File: src/rtl/vag_pkg.sv
package vag_pkg;
  localparam logic [1:0] FMT_PCM16     = 2'd0;
  localparam logic [1:0] FMT_PCM8      = 2'd1;
  localparam logic [1:0] FMT_NIB       = 2'd2;
  localparam logic [1:0] FMT_NIB_LOOP  = 2'd3;

  localparam logic [15:0] STAT_RUN  = 16'h7FFF;
  localparam logic [15:0] STAT_IDLE = 16'h4000;

  typedef struct packed {
    logic clearPos;
    logic step;
    logic wrap;
    logic stop;
    logic capture;
  } vagStrobes_t;
endpackage

File: src/rtl/vag_ctrl.sv
module vag_ctrl
  import vag_pkg::*;
(
  input  logic        clk,
  input  logic        rstN,
  input  logic        keyState,
  input  logic        sampleTick,
  input  logic        loopEn,
  input  logic [1:0]  fmtSel,
  input  logic        endHit,
  output vagStrobes_t strobes,
  output logic        playing,
  output logic [15:0] statusWord
);
  logic keyPrev;
  logic wrapFlag;
  logic keyRise;
  logic loopEff;

  assign keyRise = keyState & ~keyPrev;
  assign loopEff = loopEn | (fmtSel == FMT_NIB_LOOP);

  always_comb begin
    strobes.clearPos = keyRise;
    strobes.step     = sampleTick & playing & ~keyRise;
    strobes.wrap     = strobes.step & endHit & loopEff;
    strobes.stop     = strobes.step & endHit & ~loopEff;
    strobes.capture  = sampleTick;
  end

  always_ff @(posedge clk or negedge rstN) begin
    if (!rstN) begin
      keyPrev  <= 1'b0;
      playing  <= 1'b0;
      wrapFlag <= 1'b0;
    end else begin
      keyPrev  <= keyState;
      wrapFlag <= strobes.wrap;
      if (strobes.clearPos)  playing <= 1'b1;
      else if (strobes.stop) playing <= 1'b0;
    end
  end

  assign statusWord = (playing && !wrapFlag) ? STAT_RUN : STAT_IDLE;
endmodule

File: src/rtl/vag_datapath.sv
module vag_datapath
  import vag_pkg::*;
#(
  parameter int HiW   = 7,
  parameter int PosW  = 16,
  parameter int FracW = 11,
  parameter int OctW  = 5,
  localparam int AddrW  = HiW + PosW,
  localparam int PitchW = OctW + FracW
) (
  input  logic              clk,
  input  logic              rstN,
  input  vagStrobes_t       strobes,
  input  logic [1:0]        fmtSel,
  input  logic [HiW-1:0]    startHi,
  input  logic [PosW-1:0]   startLo,
  input  logic [PosW-1:0]   loopStart,
  input  logic [PosW-1:0]   loopEnd,
  input  logic [PitchW-1:0] pitchWord,
  output logic              endHit,
  output logic [AddrW-1:0]  memAddr,
  output logic              fetchStb,
  output logic              nibbleSel,
  output logic [PosW-1:0]   posReadback
);
  localparam int AccW = PosW + FracW;
  localparam int IncW = FracW + 2 ** (OctW - 1);
  localparam int MaxW = (AccW > IncW) ? AccW : IncW;
  localparam int SumW = MaxW + 1;
  localparam int IntW = SumW - FracW;

  logic [PosW-1:0]  posQ, posNext, wrapPos;
  logic [FracW-1:0] fracQ, fracNext, newFrac;
  logic [OctW-1:0]  octField, negAmt;
  logic [FracW-1:0] fnsField;
  logic [IncW-1:0]  baseInc, incVal;
  logic [SumW-1:0]  sum;
  logic [IntW-1:0]  newInt, overshoot, wrapRaw;
  logic [AddrW-1:0] startAddr, offset;
  logic             fetchNext;

  assign octField = pitchWord[PitchW-1 -: OctW];
  assign fnsField = pitchWord[FracW-1:0];
  assign negAmt   = ~octField + 1'b1;
  assign baseInc  = IncW'({1'b1, fnsField});

  always_comb begin
    if (!octField[OctW-1]) incVal = baseInc << octField;
    else                   incVal = baseInc >> negAmt;
  end

  assign sum     = SumW'({posQ, fracQ}) + SumW'(incVal);
  assign newInt  = sum[SumW-1:FracW];
  assign newFrac = sum[FracW-1:0];
  assign endHit  = newInt >= IntW'(loopEnd);

  assign overshoot = newInt - IntW'(loopEnd);
  assign wrapRaw   = IntW'(loopStart) + overshoot;
  assign wrapPos   = (wrapRaw >= IntW'(loopEnd)) ? loopStart : wrapRaw[PosW-1:0];

  always_comb begin
    posNext  = posQ;
    fracNext = fracQ;
    if (strobes.clearPos) begin
      posNext  = '0;
      fracNext = '0;
    end else if (strobes.stop) begin
      posNext  = loopEnd;
      fracNext = '0;
    end else if (strobes.wrap) begin
      posNext  = wrapPos;
      fracNext = newFrac;
    end else if (strobes.step) begin
      posNext  = newInt[PosW-1:0];
      fracNext = newFrac;
    end
  end

  assign startAddr = {startHi, startLo};

  always_comb begin
    case (fmtSel)
      FMT_PCM16: offset = AddrW'({posNext, 1'b0});
      FMT_PCM8:  offset = AddrW'(posNext);
      default:   offset = AddrW'(posNext >> 1);
    endcase
  end

  assign fetchNext = strobes.clearPos | (strobes.step & ~strobes.stop);

  always_ff @(posedge clk or negedge rstN) begin
    if (!rstN) begin
      posQ        <= '0;
      fracQ       <= '0;
      memAddr     <= '0;
      fetchStb    <= 1'b0;
      nibbleSel   <= 1'b0;
      posReadback <= '0;
    end else begin
      posQ     <= posNext;
      fracQ    <= fracNext;
      fetchStb <= fetchNext;
      if (fetchNext) begin
        memAddr   <= startAddr + offset;
        nibbleSel <= fmtSel[1] & posNext[0];
      end
      if (strobes.capture) posReadback <= posNext;
    end
  end
endmodule

File: src/rtl/voice_addr_gen.sv
module voice_addr_gen
  import vag_pkg::*;
(
  input  logic        clk,
  input  logic        rstN,
  input  logic        keyState,
  input  logic        loopEn,
  input  logic [1:0]  fmtSel,
  input  logic [6:0]  startHi,
  input  logic [15:0] startLo,
  input  logic [15:0] loopStart,
  input  logic [15:0] loopEnd,
  input  logic [15:0] pitchWord,
  input  logic        sampleTick,
  output logic [22:0] memAddr,
  output logic        fetchStb,
  output logic        nibbleSel,
  output logic [15:0] posReadback,
  output logic [15:0] statusWord,
  output logic        playing
);
  vagStrobes_t strobes;
  logic        endHit;

  vag_ctrl ctrl_i (
    .clk        (clk),
    .rstN       (rstN),
    .keyState   (keyState),
    .sampleTick (sampleTick),
    .loopEn     (loopEn),
    .fmtSel     (fmtSel),
    .endHit     (endHit),
    .strobes    (strobes),
    .playing    (playing),
    .statusWord (statusWord)
  );

  vag_datapath #(
    .HiW   (7),
    .PosW  (16),
    .FracW (11),
    .OctW  (5)
  ) dp_i (
    .clk         (clk),
    .rstN        (rstN),
    .strobes     (strobes),
    .fmtSel      (fmtSel),
    .startHi     (startHi),
    .startLo     (startLo),
    .loopStart   (loopStart),
    .loopEnd     (loopEnd),
    .pitchWord   (pitchWord),
    .endHit      (endHit),
    .memAddr     (memAddr),
    .fetchStb    (fetchStb),
    .nibbleSel   (nibbleSel),
    .posReadback (posReadback)
  );
endmodule

File: config.mk
export PLATFORM = sky130hd
export DESIGN_NAME = voice_addr_gen
export DESIGN_NICKNAME = d
export VERILOG_FILES = /design/src/rtl/vag_pkg.sv /design/src/rtl/vag_ctrl.sv /design/src/rtl/vag_datapath.sv /design/src/rtl/voice_addr_gen.sv
export SDC_FILE = /design/constraint.sdc
export NUM_CORES = 1
export LEC_CHECK = 0
export BUFFER_PORTS_ARGS = -buffer_cell sky130_fd_sc_hd__buf_4
export CORE_MARGIN = 5
export CORE_UTILIZATION = 45
export CTS_CLUSTER_DIAMETER = 150
export CTS_CLUSTER_SIZE = 25
export DETAILED_ROUTE_END_ITERATION = 12
export GPL_TIMING_DRIVEN = 0
export MAX_ROUTING_LAYER = met4
export PLACE_DENSITY = 0.78
export SLEW_MARGIN = 25
export SYNTH_ARGS = -nofsm -noshare
export SYNTH_HDL_FRONTEND = slang
export SYNTH_SLANG_ARGS = --single-unit
File: constraint.sdc
create_clock -name clk -period 11.7 [get_ports clk]
set_clock_uncertainty 0.05 [all_clocks]
set_input_delay 2.925 -clock clk [delete_from_list [all_inputs] [get_ports clk]]
set_output_delay 2.925 -clock clk [all_outputs]
set_load 0.01 [all_outputs]
==> flow_metrics.env, run 1 <==
export IMPL_ioPinCount=136
export IMPL_finalCriticalPeriod_ns=12.82
export IMPL_die_area_mm2=0.02278
export IMPL_via_count=9681
export IMPL_cts_tree="built"
export IMPL_grt_total_usage_pct=27.14
export IMPL_antenna_left=0
export IMPL_wl_per_cell_um=19.93
export IMPL_path_max_fanout=5
export IMPL_max_freq_mhz=78.02
export IMPL_coreArea_mm2=0.01953
export IMPL_syn_instance_count=1105
export IMPL_postCtsHoldBufs=0
export IMPL_crit_path_end_kind="flop"
export IMPL_cpMostUsedCell="a21oi_2"
export IMPL_ir_drop_v=0.0001794
export IMPL_critical_path_class="in -> reg"
export IMPL_cts_made_buffers=9
export IMPL_cts_max_level=3
export IMPL_fin_crit_sh_pct=109.5
export IMPL_final_net_count=1525
export IMPL_layout_common_cells="buf_4 (222), nand2_1 (124), inv_1 (77), ha_1 (77), dfrtp_1 (71)"
export IMPL_synth_edf_count=0
export IMPL_port_buffers=130
export IMPL_cap_violations=0
export IMPL_final_common_cell="buf_4"
export IMPL_violations="negative setup slack"
export IMPL_grt_first_pass_wirelength_um=47830
export IMPL_grt_start_max_net_pins=72
export IMPL_avgSynthCellArea_um2=8.090
export IMPL_critPathMaxStageDelay_ns=0.60
export IMPL_yosys_warnings=0
export IMPL_power_uw=3575
export IMPL_powerDensity_mw_per_mm2=288.9
export IMPL_holdWs_ns=0.4387
export IMPL_synth_ff_type="dfrtp_1"
export IMPL_die_w_um=150.9
export IMPL_outcome="complete, but fails checks"
export IMPL_final_setup_viol_count=19
export IMPL_synth_net_count=1299
export IMPL_firstDrtPassIters=6
export IMPL_totalWireLength_um=31900
export IMPL_die_y_um=150.9
export IMPL_ctsRootBufferMaster="clkbuf_16"
export IMPL_syn_to_final_growth_pct=38.42
export IMPL_drt_iter0_drc=791
export IMPL_gp_congestion=0.9636
export IMPL_fin_util_pct=63.37
export IMPL_dp_hpwl_um=23390
export IMPL_num_rows=51
export IMPL_via_per_inst=6.047
export IMPL_required_ns=11.92
export IMPL_min_path_type="reg -> reg"
export IMPL_startpoint_type="primary input"
export IMPL_clk_pin_slew_ns=0.06
export IMPL_synth_seq_cells=71
export IMPL_hold_viol=0
export IMPL_drive_gt1_share_pct=34.81
export IMPL_fin_ws_ns=-1.117
export IMPL_cts_max_path_buffers=2
export IMPL_crit_slowest_cell="fa_1"
export IMPL_grt_pass1_vias=9105
export IMPL_grt_overflow=0
export IMPL_rsz0062_at_grt="yes"
export IMPL_p_leak_uw=0.005717
export IMPL_synth_seq_area_share_pct=19.87
export IMPL_start_util_pct=45.78
export IMPL_arrival_ns=13.03
export IMPL_antenna_cells=0
export IMPL_drc_errors=0
export IMPL_maxSlewHeadroom_pct=35.53
export IMPL_slew_violations=0
export IMPL_synth_area_mm2=0.008940
export IMPL_worst_slew_pin_slew_ns=0.9671
export IMPL_fillers=1629
export IMPL_insertion_delay_ns=0.34
export IMPL_antenna_found_initial=0
export IMPL_cts_sinks=71
export IMPL_yosysUniqueCellTypes=84
export IMPL_ys_async_sr_fraction_pct=100.0
==> worst max-delay path, delay by kind of cell <==
kind	cells	cell delay, ns
buf+inv	6	0.77
mux	2	0.65
xor+xnor	3	0.40
compound gates	28	5.04
fa+ha+maj	7	2.43
simple gates	8	0.80
==> layout make-up <==
class | instances | area (um2) | share of cell area, %
plain buffers | 55 | 352.8 | 2.851
clock buffers | 11 | 252.7 | 2.042
clock inverters | 5 | 56.30 | 0.4550
inverters | 85 | 344.1 | 2.781
multi-input cells | 893 | 7585 | 61.29
flip-flops and latches | 71 | 1777 | 14.36
well taps | 265 | 331.6 | 2.679
repair buffers | 216 | 1675 | 13.54
==> cells in the mapped netlist, types with 6 or more instances <==
cell type / n / area [um2]
a211oi_1: 19 / 142.6
a21o_1: 23 / 172.7
a21oi_1: 90 / 450.4
a22oi_1: 7 / 52.55
a31oi_1: 10 / 62.56
and3_1: 6 / 37.54
buf_4: 19 / 142.6
clkbuf_1: 30 / 112.6
dfrtp_1: 71 / 1777
fa_1: 18 / 360.4
ha_1: 98 / 1226
inv_1: 79 / 296.5
mux2_2: 15 / 168.9
mux2i_1: 24 / 240.2
mux4_2: 9 / 202.7
nand2_1: 126 / 473.0
nand2b_1: 17 / 106.4
nand3_1: 33 / 165.2
nand4_1: 7 / 43.79
nor2_1: 73 / 274.0
nor2b_1: 16 / 100.1
nor3_1: 18 / 90.09
o211ai_1: 6 / 45.04
o21a_1: 10 / 75.07
o21ai_0: 70 / 350.3
o21ai_1: 10 / 50.05
o21bai_1: 6 / 45.04
o22ai_1: 16 / 100.1
o31ai_1: 8 / 60.06
or3_1: 7 / 43.79
xnor2_1: 29 / 254.0
xor2_1: 24 / 210.2
==> power by group <==
group	internal, uW	switching (uW)
logic	1370	1500
clock network	176	109
registers	346	72.8
total	1900	1680
==> stage by stage <==
stage               setup slack [ns]  setup TNS [ns]  instances  instance area, um2
floorplan                    -0.2293          -1.372       1105                9195
global placement              -2.342          -40.07       1500               10500
detailed placement            -2.444          -42.38       1500               10500
CTS                          -0.9322          -9.242       1574               11670
global route                  -1.442          -20.28       1601               12370
finish                        -1.117          -14.56       1601               12370
==> registers in the layout (all words and copies together) (netlist names) <==
signal            flops
dp_i.nibbleSel        1
dp_i.posQ            16
ctrl_i.playing        1
dp_i.fracQ           11
dp_i.posReadback     16
ctrl_i.keyPrev        1
dp_i.fetchStb         1
ctrl_i.wrapFlag       1
dp_i.memAddr         23
==> metal layers <==
| layer | GRT usage, % | vias to the layer above | part of all wire (%) |
|---|---|---|---|
| met5 | - | - | 0 |
| li1 | - | 4433 | - |
| met2 | 42.67 | 465 | 47 |
| met1 | 35.74 | 4707 | 42 |
| met3 | 5.206 | 76 | 8.3 |
| met4 | 8.069 | 0 | 3.1 |
==> cells by family (layout without fill, tap and decap cells) <==
kind of cell	after synthesis	after routing	synth area share (%)
fa+ha+maj	116	116	17.75
mux	55	55	7.810
simple gates	330	330	17.13
flops	71	71	19.87
other cells	2	2	0.08401
compound gates	337	337	25.32
xor+xnor	53	53	5.192
buf+inv	141	372	6.844
==> path summary, 6_finish.rpt <==
kind / to / slack (ns) / cells after the start / startpoint
worst max-delay path: dp_i.memAddr[22]$_DFFE_PN0P_ / -1.12 / 54 / pitchWord[11]
worst min-delay path: dp_i.memAddr[21]$_DFFE_PN0P_ / 0.44 / 2 / dp_i.memAddr[21]$_DFFE_PN0P_
worst max register to register: dp_i.memAddr[22]$_DFFE_PN0P_ / 2.42 / 43 / dp_i.fracQ[8]$_DFFE_PN0P_
worst min register to register: dp_i.memAddr[21]$_DFFE_PN0P_ / 0.44 / 2 / dp_i.memAddr[21]$_DFFE_PN0P_
max in group asynchronous: dp_i.fracQ[10]$_DFFE_PN0P_ / 8.30 / 1 / rstN
min in group asynchronous: dp_i.memAddr[18]$_DFFE_PN0P_ / 2.68 / 1 / rstN
==> repair_timing <==
item,in CTS,in global routing
pin swaps,69,83
cloned,1,0
endpoints found under the setup margin,24,22
endpoints found under the hold margin,0,0
gates resized for setup,97,102
buffers inserted,58,30
Note: power is estimated with default switching activity, not from simulation.
==> inputs of run 2 (changes only) <==
==> constraint.sdc (replaced) <==
create_clock -name clk -period 12.9 [get_ports clk]
set_clock_uncertainty 0.05 [all_clocks]
set_input_delay 2.58 -clock clk [delete_from_list [all_inputs] [get_ports clk]]
set_output_delay 2.58 -clock clk [all_outputs]
set_load 0.01 [all_outputs]
==> flow_metrics.env, run 2 (same netlist as run 1, synthesis figures left out) <==
export IMPL_outcome="complete, no violations"
export IMPL_totalWireLength_um=30390
export IMPL_path_max_fanout=10
export IMPL_dpl_cell_count=1500
export IMPL_powerDensity_mw_per_mm2=247.5
export IMPL_critPathMaxStageDelay_ns=0.45
export IMPL_clk_pin_slew_ns=0.06
export IMPL_start_util_pct=45.78
export IMPL_antenna_found_initial=0
export IMPL_rsz0062_at_grt="yes"
export IMPL_cap_violations=0
export IMPL_fin_setup_tns_ns=0
export IMPL_drive_gt1_share_pct=29.66
export IMPL_holdWs_ns=0.4242
export IMPL_grt_total_usage_pct=26.03
export IMPL_crit_family="compound AO/OA/AOI/OAI gates"
export IMPL_final_setup_viol_count=0
export IMPL_crit_path_end_kind="flop"
export IMPL_min_path_type="reg -> reg"
export IMPL_crit_slowest_cell="fa_1"
export IMPL_firstDrtPassIters=5
export IMPL_layout_common_cells="buf_4 (198), nand2_1 (124), ha_1 (83)"
export IMPL_slew_violations=0
export IMPL_wl_per_cell_um=19.36
export IMPL_drt_iter0_drc=800
export IMPL_p_int_uw=1506
export IMPL_via_count=9336
export IMPL_fin_crit_sh_pct=98.38
export IMPL_die_area_mm2=0.02278
export IMPL_grt_pass1_vias=8914
export IMPL_gp_congestion=0.9612
export IMPL_final_common_cell="buf_4"
export IMPL_required_ns=13.07
export IMPL_cts_max_level=3
export IMPL_num_rows=51
export IMPL_die_w_um=150.9
export IMPL_cts_made_buffers=9
export IMPL_placed_area_mm2=0.01025
export IMPL_ioPinCount=136
export IMPL_grt_start_max_net_pins=72
export IMPL_antenna_left=0
export IMPL_worst_slew_pin_slew_ns=0.9059
export IMPL_hold_viol=0
export IMPL_cpMostUsedCell="a21oi_2"
export IMPL_switching_power_uw=1383
export IMPL_seqPwrFrac_pct=13.2
export IMPL_switching_share_pct=47.87
export IMPL_cts_max_path_buffers=2
export IMPL_coreArea_mm2=0.01953
export IMPL_startpoint_type="primary input"
export IMPL_cts_sinks=71
export IMPL_arrival_ns=12.87
export IMPL_critical_path_class="in -> reg"
export IMPL_largest_reg_flops=23
export IMPL_insertion_delay_ns=0.35
export IMPL_final_cell_area_mm2=0.01167
export IMPL_fin_util_pct=59.79
export IMPL_p_clk_share_pct=8.7
export IMPL_path_buf_inv=7
export IMPL_stdcell_count=1570
export IMPL_grt_first_pass_wirelength_um=45810
export IMPL_finalCriticalPeriod_ns=12.69
export IMPL_maxSlewHeadroom_pct=39.61
export IMPL_ctsRootBufferMaster="clkbuf_16"
export IMPL_p_leak_uw=0.005463
export IMPL_largestRegisters="dp_i.memAddr: 23 flops, dp_i.posQ: 16 flops, dp_i.posReadback: 16 flops"
export IMPL_combPwrFrac_pct=78.2
export IMPL_antenna_cells=0
export IMPL_port_buffers=130
export IMPL_final_net_count=1495
export IMPL_grt_overflow=0
export IMPL_max_freq_mhz=78.79
export IMPL_die_y_um=150.9
export IMPL_regMostFlops="dp_i.memAddr"
export IMPL_ir_drop_v=0.0001311
export IMPL_cts_tree="built"
export IMPL_dp_hpwl_um=22980
export IMPL_drc_errors=0
export IMPL_syn_to_final_growth_pct=30.59
export IMPL_via_per_inst=5.946
run 2: routing by layer:
metal	share of wire [%]	GRT usage (%)	vias to the layer above
li1	-	-	4395
met1	42	33.89	4419
met2	47	41.55	449
met3	8.0	4.937	73
met4	2.8	7.480	0
met5	0	-	-
run 2: path summary, 6_finish.rpt:
kind | slack [ns] | cells past startpoint | to | start
worst max-delay path | 0.21 | 51 | dp_i.memAddr[16]$_DFFE_PN0P_ | pitchWord[11]
worst min-delay path | 0.42 | 2 | dp_i.memAddr[0]$_DFFE_PN0P_ | dp_i.memAddr[0]$_DFFE_PN0P_
worst max register to register | 3.46 | 43 | dp_i.memAddr[16]$_DFFE_PN0P_ | dp_i.fracQ[8]$_DFFE_PN0P_
worst min register to register | 0.42 | 2 | dp_i.memAddr[0]$_DFFE_PN0P_ | dp_i.memAddr[0]$_DFFE_PN0P_
max in group asynchronous | 10.14 | 1 | dp_i.posQ[5]$_DFF_PN0_ | rstN
min in group asynchronous | 2.21 | 1 | dp_i.memAddr[17]$_DFFE_PN0P_ | rstN
run 2: cell type report:
class	instances	area, um2
repair buffers	185	1431
fillers	1743	7851
plain buffers	56	355.3
inverters	85	336.6
clock inverters	5	58.81
clock buffers	10	229.0
flip-flops and latches	71	1777
well taps	265	331.6
multi-input cells	893	7156
run 2: what timing repair did:
action	in CTS	in global routing
resized for setup	58	106
cloned	0	1
hold buffers	0	0
pin swaps	16	69
setup buffers	11	42
setup endpoints to repair	21	15
run 2: worst reg2reg max path: cells and delay by family, from the launching register on:
kind	cells	cell delay (ns)
AO/OA/AOI/OAI	22	3.85
XOR/XNOR	3	0.51
adder cells (fa/ha/maj)	6	1.83
buffers and inverters	3	0.38
flip-flops	1	0.38
multiplexers	1	0.31
AND/OR/NAND/NOR	8	2.00
run 2: power by group through the flow:
stage                     logic [uW]  clock network, uW  registers (uW)
after floorplan                 1300                  0             387
after global placement          1800                  0             376
after detailed placement        1840                  0             378
after CTS                       1970                252             376
after global routing            2450                260             389
final                           2260                251             380
run 2: through the flow:
step	total power, uW	worst slack [ns]
3_3_place_gp	2172	-2.084
4_1_cts	2594	0.02044
3_5_place_dp	2219	-2.191
6_report	2889	0.2084
5_1_grt	3102	-0.1890
2_1_floorplan	1688	0.04376
==> inputs of run 3 (changes only) <==
==> constraint.sdc (replaced) <==
create_clock -name clk -period 13.45 [get_ports clk]
set_clock_uncertainty 0.05 [all_clocks]
set_input_delay 2.69 -clock clk [delete_from_list [all_inputs] [get_ports clk]]
set_output_delay 2.69 -clock clk [all_outputs]
set_load 0.01 [all_outputs]
==> flow_metrics.env, run 3 (same netlist as run 1, synthesis figures left out) <==
export IMPL_via_per_inst=5.960
export IMPL_met2_usage_pct=39.72
export IMPL_slew_violations=0
export IMPL_start_util_pct=45.78
export IMPL_crit_slowest_cell="fa_1"
export IMPL_grt_overflow=0
export IMPL_final_net_count=1458
export IMPL_antenna_found_initial=0
export IMPL_antenna_left=0
export IMPL_fin_util_pct=57.16
export IMPL_drive_gt1_share_pct=25.06
export IMPL_grt_start_max_net_pins=72
export IMPL_ioPinCount=136
export IMPL_grt_busiest_layer="met2"
export IMPL_pre_cts_ws_ns=-2.007
export IMPL_cap_violations=0
export IMPL_regMostFlops="dp_i.memAddr"
export IMPL_cts_sinks=71
export IMPL_firstDrtPassIters=6
export IMPL_ir_drop_v=0.0001116
export IMPL_clk_pin_slew_ns=0.06
export IMPL_grt_total_usage_pct=25.40
export IMPL_grt_first_pass_wirelength_um=44570
export IMPL_critical_path_class="in -> reg"
export IMPL_drt_iter0_drc=818
export IMPL_worst_slew_pin_slew_ns=0.8997
export IMPL_crit_path_end_kind="flop"
export IMPL_final_common_cell="buf_4"
export IMPL_path_max_fanout=10
export IMPL_cts_made_buffers=9
export IMPL_cts_max_path_buffers=2
export IMPL_drc_errors=0
export IMPL_grt_pass1_vias=8580
export IMPL_postCtsHoldBufs=0
export IMPL_maxSlewHeadroom_pct=40.02
export IMPL_largestRegisters="dp_i.memAddr: 23 flops, dp_i.posQ: 16 flops, dp_i.posReadback: 16 flops"
export IMPL_startpoint_type="primary input"
export IMPL_critPathMaxStageDelay_ns=0.48
export IMPL_syn_to_final_growth_pct=24.86
export IMPL_totalWireLength_um=29410
export IMPL_gp_congestion=0.9699
export IMPL_hold_viol=0
export IMPL_final_setup_viol_count=0
export IMPL_port_buffers=130
export IMPL_fin_ws_ns=0.2786
export IMPL_dp_hpwl_um=22860
export IMPL_insertion_delay_ns=0.34
export IMPL_min_path_type="reg -> reg"
export IMPL_finalCriticalPeriod_ns=13.17
export IMPL_fin_setup_tns_ns=0
export IMPL_die_area_mm2=0.02278
export IMPL_fin_crit_sh_pct=97.93
export IMPL_cts_max_level=3
export IMPL_largest_reg_flops=23
export IMPL_coreArea_mm2=0.01953
export IMPL_layout_common_cells="buf_4 (167), nand2_1 (126), ha_1 (89)"
export IMPL_use_met3_pct=4.877
export IMPL_required_ns=13.62
export IMPL_wl_per_cell_um=19.17
export IMPL_max_freq_mhz=75.92
export IMPL_powerDensity_mw_per_mm2=232.7
export IMPL_cts_tree="built"
export IMPL_antenna_cells=0
export IMPL_outcome="complete, no violations"
export IMPL_via_count=9142
export IMPL_num_rows=51
export IMPL_arrival_ns=13.34
export IMPL_met1_usage_pct=33.40
export IMPL_die_w_um=150.9
export IMPL_die_y_um=150.9
export IMPL_p_leak_uw=0.005250
export IMPL_ctsRootBufferMaster="clkbuf_16"
==> run 3: report_power, final <==
group          total, uW  switching, uW  internal (uW)
Combinational       2010           1130            883
Sequential           361           60.1            301
Clock                226           91.4            134
Total               2600           1280           1320
==> run 3: timing repair <==
item / CTS / global route
setup endpoints to repair: 20 / 15
pin swaps: 5 / 26
buffers inserted: 4 / 13
resized for setup: 29 / 85
==> run 3: area by class of cell <==
cell class,count,area [um2]
Multi-Input combinational cell,893,6993
Sequential cell,71,1777
Clock buffer,13,260.3
Inverter,85,329.1
Buffer,56,341.6
Timing Repair Buffer,148,1112
Clock inverter,3,17.52
Fill cell,1771,8364
Tap cell,265,331.6
==> run 3: metrics by stage <==
stage	hold WS (ns)	cell area [um2]	std cells	total power, uW
floorplan	0.4063	8941	1105	1618
global placement	0.4047	10250	1500	2086
detailed placement	0.4250	10250	1500	2129
CTS	0.4378	10690	1520	2407
global route	0.4585	11160	1534	2801
finish	0.4305	11160	1534	2598
==> run 3: final timing paths <==
kind / startpoint / end / slack [ns] / depth (start not counted)
max reg2reg: dp_i.posQ[1]$_DFF_PN0_ / dp_i.memAddr[16]$_DFFE_PN0P_ / 3.78 / 43
min in group asynchronous: rstN / dp_i.memAddr[12]$_DFFE_PN0P_ / 2.32 / 1
max: pitchWord[12] / dp_i.memAddr[16]$_DFFE_PN0P_ / 0.28 / 53
min reg2reg: dp_i.memAddr[0]$_DFFE_PN0P_ / dp_i.memAddr[0]$_DFFE_PN0P_ / 0.43 / 2
max in group asynchronous: rstN / dp_i.posReadback[2]$_DFFE_PN0P_ / 10.58 / 1
min: dp_i.memAddr[0]$_DFFE_PN0P_ / dp_i.memAddr[0]$_DFFE_PN0P_ / 0.43 / 2
==> run 3: worst max-delay path, delay by kind of cell <==
| kind | cells | cell delay [ns] |
|---|---|---|
| AO/OA/AOI/OAI | 26 | 4.73 |
| AND/OR/NAND/NOR | 8 | 1.50 |
| multiplexers | 2 | 0.62 |
| buffers and inverters | 7 | 0.93 |
| XOR/XNOR | 2 | 0.28 |
| adder cells (fa/ha/maj) | 8 | 2.58 |
==> run 3: routing by layer <==
metal / up-vias / part of all wire, %
li1: 4312 / -
met1: 4343 / 42
met2: 424 / 47
met3: 63 / 8.0
met4: 0 / 2.5
met5: - / 0
